[config.mk]
export PLATFORM = sky130hd
export DESIGN_NAME = prio_irq_ctrl
export DESIGN_NICKNAME = d
export VERILOG_FILES = /design/src/rtl/irqc_pkg.sv /design/src/rtl/irqc_regs.sv /design/src/rtl/irqc_pend.sv /design/src/rtl/irqc_sel.sv /design/src/rtl/prio_irq_ctrl.sv
export SDC_FILE = /design/constraint.sdc
export NUM_CORES = 1
export LEC_CHECK = 0
export BUFFER_PORTS_ARGS = -buffer_cell sky130_fd_sc_hd__buf_2
export CORE_MARGIN = 2
export CORE_UTILIZATION = 50
export CTS_BUF_LIST = sky130_fd_sc_hd__clkbuf_2 sky130_fd_sc_hd__clkbuf_4 sky130_fd_sc_hd__clkbuf_8
export DETAILED_ROUTE_END_ITERATION = 8
export PLACE_DENSITY = 0.88
export SKIP_CTS_REPAIR_TIMING = 1
export SYNTH_ARGS = -nofsm -noshare
export SYNTH_HDL_FRONTEND = slang
export SYNTH_SLANG_ARGS = --single-unit
[constraint.sdc]
create_clock -name clk -period 8.6 [get_ports clk]
set_input_delay 0.43 -clock clk [delete_from_list [all_inputs] [get_ports clk]]
set_output_delay 0.43 -clock clk [all_outputs]
set_load 0.05 [all_outputs]
[src/rtl/irqc_pkg.sv]
package irqc_pkg;
  localparam int unsigned A_CTRL      = 0;
  localparam int unsigned A_MASK      = 1;
  localparam int unsigned A_PEND      = 2;
  localparam int unsigned A_LVL_BASE  = 4;
  localparam int unsigned CTRL_EN_BIT  = 0;
  localparam int unsigned CTRL_NMI_BIT = 1;

  // address of the level register for source idx
  function automatic int unsigned lvl_addr(input int unsigned idx);
    return A_LVL_BASE + idx;
  endfunction
endpackage

[src/rtl/irqc_regs.sv]
module irqc_regs #(
  parameter int unsigned N      = 8,
  parameter int unsigned LVL_W  = 3,
  parameter int unsigned ADDR_W = 4,
  parameter int unsigned DATA_W = 32
) (
  input  logic                      clk,
  input  logic                      rst_n,
  input  logic                      bus_sel,
  input  logic                      bus_wr,
  input  logic [ADDR_W-1:0]         bus_addr,
  input  logic [DATA_W-1:0]         bus_wdata,
  input  logic [N-1:0]              pend_i,
  input  logic                      nmi_pend_i,
  output logic [DATA_W-1:0]         bus_rdata,
  output logic [N-1:0]              mask_o,
  output logic                      gen_en_o,
  output logic [N-1:0][LVL_W-1:0]   lvl_o,
  output logic [N-1:0]              clr_o,
  output logic                      nmi_clr_o
);
  import irqc_pkg::*;

  localparam logic [ADDR_W-1:0] AD_CTRL = ADDR_W'(A_CTRL);
  localparam logic [ADDR_W-1:0] AD_MASK = ADDR_W'(A_MASK);
  localparam logic [ADDR_W-1:0] AD_PEND = ADDR_W'(A_PEND);

  logic wr_hit;
  assign wr_hit = bus_sel & bus_wr;

  always_ff @(posedge clk or negedge rst_n) begin
    if (!rst_n) begin
      mask_o   <= '1;
      gen_en_o <= 1'b0;
    end else if (wr_hit) begin
      if (bus_addr == AD_CTRL) gen_en_o <= bus_wdata[CTRL_EN_BIT];
      if (bus_addr == AD_MASK) mask_o   <= bus_wdata[N-1:0];
    end
  end

  for (genvar g = 0; g < N; g++) begin : g_lvl
    localparam logic [ADDR_W-1:0] AD_LVL = ADDR_W'(lvl_addr(g));
    always_ff @(posedge clk or negedge rst_n) begin
      if (!rst_n)                             lvl_o[g] <= '0;
      else if (wr_hit && bus_addr == AD_LVL)  lvl_o[g] <= bus_wdata[LVL_W-1:0];
    end
  end

  assign clr_o     = (wr_hit && bus_addr == AD_PEND) ? bus_wdata[N-1:0] : '0;
  assign nmi_clr_o = wr_hit && (bus_addr == AD_CTRL) && bus_wdata[CTRL_NMI_BIT];

  always_comb begin
    bus_rdata = '0;
    if (bus_addr == AD_CTRL) begin
      bus_rdata[CTRL_EN_BIT]  = gen_en_o;
      bus_rdata[CTRL_NMI_BIT] = nmi_pend_i;
    end
    if (bus_addr == AD_MASK) bus_rdata[N-1:0] = mask_o;
    if (bus_addr == AD_PEND) bus_rdata[N-1:0] = pend_i;
    for (int i = 0; i < N; i++) begin
      if (bus_addr == ADDR_W'(lvl_addr(i))) bus_rdata[LVL_W-1:0] = lvl_o[i];
    end
  end
endmodule

[src/rtl/irqc_pend.sv]
module irqc_pend #(
  parameter int unsigned N = 8
) (
  input  logic         clk,
  input  logic         rst_n,
  input  logic [N-1:0] req_i,
  input  logic         nmi_i,
  input  logic [N-1:0] clr_i,
  input  logic         nmi_clr_i,
  output logic [N-1:0] pend_o,
  output logic         nmi_pend_o
);
  // a live request wins over a same-cycle clear
  for (genvar g = 0; g < N; g++) begin : g_bit
    always_ff @(posedge clk or negedge rst_n) begin
      if (!rst_n) pend_o[g] <= 1'b0;
      else        pend_o[g] <= (pend_o[g] & ~clr_i[g]) | req_i[g];
    end
  end

  always_ff @(posedge clk or negedge rst_n) begin
    if (!rst_n) nmi_pend_o <= 1'b0;
    else        nmi_pend_o <= (nmi_pend_o & ~nmi_clr_i) | nmi_i;
  end
endmodule

[src/rtl/irqc_sel.sv]
module irqc_sel #(
  parameter int unsigned N     = 8,
  parameter int unsigned LVL_W = 3,
  parameter int unsigned ID_W  = 4
) (
  input  logic [N-1:0]              elig_i,
  input  logic [N-1:0][LVL_W-1:0]   lvl_i,
  output logic                      win_valid_o,
  output logic [ID_W-1:0]           win_id_o
);
  // strict compare: an equal level never displaces an earlier (lower) index
  function automatic logic beats(input logic found, input logic [LVL_W-1:0] cand,
                                 input logic [LVL_W-1:0] best);
    return !found || (cand > best);
  endfunction

  logic [LVL_W-1:0] best_lvl;

  always_comb begin
    win_valid_o = 1'b0;
    win_id_o    = '0;
    best_lvl    = '0;
    for (int i = 0; i < N; i++) begin
      if (elig_i[i] && beats(win_valid_o, lvl_i[i], best_lvl)) begin
        win_valid_o = 1'b1;
        win_id_o    = ID_W'(i);
        best_lvl    = lvl_i[i];
      end
    end
  end
endmodule

[src/rtl/prio_irq_ctrl.sv]
module prio_irq_ctrl #(
  parameter int unsigned NUM_SRC = 8,
  parameter int unsigned LVL_W   = 3,
  parameter int unsigned ADDR_W  = 4,
  parameter int unsigned DATA_W  = 32,
  localparam int unsigned ID_W   = $clog2(NUM_SRC + 1)
) (
  input  logic               clk,
  input  logic               rst_n,
  input  logic [NUM_SRC-1:0] req_i,
  input  logic               nmi_i,
  input  logic               bus_sel,
  input  logic               bus_wr,
  input  logic [ADDR_W-1:0]  bus_addr,
  input  logic [DATA_W-1:0]  bus_wdata,
  output logic [DATA_W-1:0]  bus_rdata,
  output logic               irq_o,
  output logic [ID_W-1:0]    irq_id_o,
  output logic               irq_nmi_o
);
  localparam logic [ID_W-1:0] NMI_ID = ID_W'(NUM_SRC);

  logic [NUM_SRC-1:0]             mask, pend, clr_vec, elig;
  logic [NUM_SRC-1:0][LVL_W-1:0]  lvl;
  logic                           gen_en, nmi_pend, nmi_clr;
  logic                           win_valid;
  logic [ID_W-1:0]                win_id;

  irqc_regs #(.N(NUM_SRC), .LVL_W(LVL_W), .ADDR_W(ADDR_W), .DATA_W(DATA_W)) u_regs (
    .clk(clk), .rst_n(rst_n), .bus_sel(bus_sel), .bus_wr(bus_wr),
    .bus_addr(bus_addr), .bus_wdata(bus_wdata), .pend_i(pend), .nmi_pend_i(nmi_pend),
    .bus_rdata(bus_rdata), .mask_o(mask), .gen_en_o(gen_en), .lvl_o(lvl),
    .clr_o(clr_vec), .nmi_clr_o(nmi_clr)
  );

  irqc_pend #(.N(NUM_SRC)) u_pend (
    .clk(clk), .rst_n(rst_n), .req_i(req_i), .nmi_i(nmi_i), .clr_i(clr_vec),
    .nmi_clr_i(nmi_clr), .pend_o(pend), .nmi_pend_o(nmi_pend)
  );

  assign elig = pend & ~mask & {NUM_SRC{gen_en}};

  irqc_sel #(.N(NUM_SRC), .LVL_W(LVL_W), .ID_W(ID_W)) u_sel (
    .elig_i(elig), .lvl_i(lvl), .win_valid_o(win_valid), .win_id_o(win_id)
  );

  always_ff @(posedge clk or negedge rst_n) begin
    if (!rst_n) begin
      irq_o     <= 1'b0;
      irq_nmi_o <= 1'b0;
      irq_id_o  <= '0;
    end else if (nmi_pend) begin
      irq_o     <= 1'b1;
      irq_nmi_o <= 1'b1;
      irq_id_o  <= NMI_ID;
    end else begin
      irq_o     <= win_valid;
      irq_nmi_o <= 1'b0;
      irq_id_o  <= win_valid ? win_id : '0;
    end
  end
endmodule

==> run metrics <==
Final WS setup -0.162 ns; Detail Placement HPWL 6420 um; final hold violations 0; layout cells sized above 1 ~42%; DRC viols 0; Slew Viols, Final 0; Rows 30; Die Wd between 80 and 90 um; Req. time, crit path between 8 and 9 ns; most numerous cell in the Yosys netlist nand2_1; # fillers 459; vias in the first global route 2943; Top delay family on crit path compound AO/OA/AOI/OAI gates; pre-CTS setup slack -0.337 ns; Lkg Pwr 1.92 nW; Max rail drop VDD 145 uV; period utilisation layout 102%; Syn Inst Count between 300 and 400; antenna viol nets, final 0; synthesized area between 3000 and 4000 um2; Clk Latency, worst-skew pair 0.30 ns; Max Root-Sink Buffers 2; Die Area 7560 um2; Layout area overhead 26.8%; Worst EP arrival 8.91 ns; Yosys top cell by area dfrtp_1; most frequent CP cell ha_4; Post-synth top flop dfrtp_1; Startpoint Class register; GP Congestion a little under 0.9; initial DRC count 196; crit-path max FO 6; vias per cell 6.28; Reg clk slew, reported paths ~0.09 ns; failing checks negative setup slack; pwr dens 261 nW/um2; synth cell count leaders nand2_1 (42), dfrtp_1 (39), buf_4 (26), mux2_2 (25), nor2_1 (24); maxcap violations 0; register area share after synthesis 34.5%; Netlist cell types 52; fmax 114 MHz; share of the synthesized area in the top cell type 28.4%; #FFs+latches synth 47; initial core utilization around half; global-route wire length before repair 14300 um; via count 3220; Ports 87; initial antenna violation count 0; hold depth 2; Tot Pwr 1.14 mW; final clock skew 0.00671 ns; slowest CP cell dfstp_2; Pre-antenna DRT Iters 5; largest net degree at the start of global routing 48; Setup-failing EPs final 3; Hold/Removal Path Class primary input to register; Die Height 86.9 um; outcome complete, but fails checks; gr usage total 24.3%; Rel. slew slack between 20 and 30%; crit-path max cell delay 0.53 ns; Syn Area/Cell 9.34 um2; final wirelength between 9000 and 10000 um; RSZ-0062 raised after global routing true; Synth area leaders dfrtp_1 (28%), mux2_2 (8.2%), ha_1 (7.6%); Sink Count 47; Final min period ~9 ns; PortBufs 38; Worst Max-Slew Pin Slew 1.05 ns; core area 6720 um2; TritonCTS clock tree yes; R2R cell count 48; H-tree depth 2; Async S/R FF share, synth 100%; Congestion Overflow GR 0; Worst setup EP type register; worst path bufs/invs 3; instance count on the critical path 48; ANT cells 0; EDFF count, synth 0; Ys Warns 0; nets 502; drt wl/cell 19.1 um; critical path class register to register; clk root buf clkbuf_8; total CTS buffers 5
## worst paths after layout
kind / from / endpoint / slack, ns
max: u_regs.mask_o[0] / irq_id_o[0] / -0.16
min: req_i[6] / u_pend.pend_o[6] / 0.30
max reg2reg: u_regs.mask_o[0] / irq_id_o[0] / -0.16
min reg2reg: u_pend.pend_o[3] / u_pend.pend_o[3] / 0.51
max in group asynchronous: rst_n / irq_id_o[1] / 7.64
min in group asynchronous: rst_n / u_regs.lvl_o[5] / 0.31
## power breakdown
part	internal (mW)	switching, mW
logic	0.311	0.354
registers	0.259	0.0428
clock network	0.0957	0.0781
total	0.665	0.474
## worst register-to-register path: cells and delay by family (launching register included)
family	cells	cell delay, ns
AND/OR/NAND/NOR	15	2.08
buffers and inverters	3	0.31
adder cells (fa/ha/maj)	7	1.80
flip-flops	1	0.53
AO/OA/AOI/OAI	23	3.88
## cell families (layout without fill, tap and decap cells)
| kind of cell | after synthesis | count (layout) | synth area share, % |
|---|---|---|---|
| flops | 47 | 47 | 34.5 |
| buf+inv | 55 | 96 | 9.06 |
| fa+ha+maj | 21 | 21 | 7.64 |
| other cells | 1 | 24 | 0.109 |
| simple gates | 115 | 115 | 16.6 |
| mux | 35 | 35 | 12.6 |
| compound gates | 94 | 95 | 19.6 |
## flip-flops by register name (all words and copies together) (netlist names)
| signal | count |
|---|---|
| u_pend.pend_o | 8 |
| irq_o | 1 |
| irq_id_o | 4 |
| u_regs.mask_o | 8 |
| u_regs.lvl_o | 24 |
| u_regs.gen_en_o | 1 |
| u_pend.nmi_pend_o | 1 |
## per-layer routing
layer	routed length (um)	up-vias	global-route usage (%)	part of all wire, %
met2	4880	202	41.4	50
met3	719	40	3.22	7.4
met1	3830	1569	31.4	39
li1	-	1409	-	-
met4	348	0	9.38	3.6
met5	0	-	0	0
## cell usage in the layout, fill, tap and decap left out, types with 8 or more instances in the layout
cell     count
dfrtp_1     39
buf_2       38
nand2_1     32
buf_4       31
mux2_2      25
conb_1      24
nor2_1      22
a21o_1      15
inv_1       14
o21ai_0     12
ha_4        11
ha_1        10
nor2b_1      9
dfstp_2      8
## per-stage QoR
step	hold WS [ns]	instance area (um2)	std cells	TNS, ns	util [%]
4_1_cts	0.295	3820	495	-1.29	56.8
3_5_place_dp	0.488	3690	487	-1.01	55.0
2_1_floorplan	0.134	3520	391	0	-
6_report	0.296	4360	513	-0.463	64.9
5_1_grt	0.293	4360	513	-1.42	64.9
3_3_place_gp	0.476	3690	487	-0.341	55.0
## area by class of cell
| cell class | instances | area [um2] | area share [%] |
|---|---|---|---|
| clock buffers | 6 | 82.6 | 1.89 |
| clock inverters | 2 | 38.8 | 0.890 |
| inverters | 15 | 56.3 | 1.29 |
| multi-input cells | 290 | 2430 | 55.7 |
| flip-flops and latches | 47 | 1190 | 27.2 |
| well taps | 80 | 100 | 2.30 |
| repair buffers | 73 | 468 | 10.7 |
(Power assumes the default switching activity.)
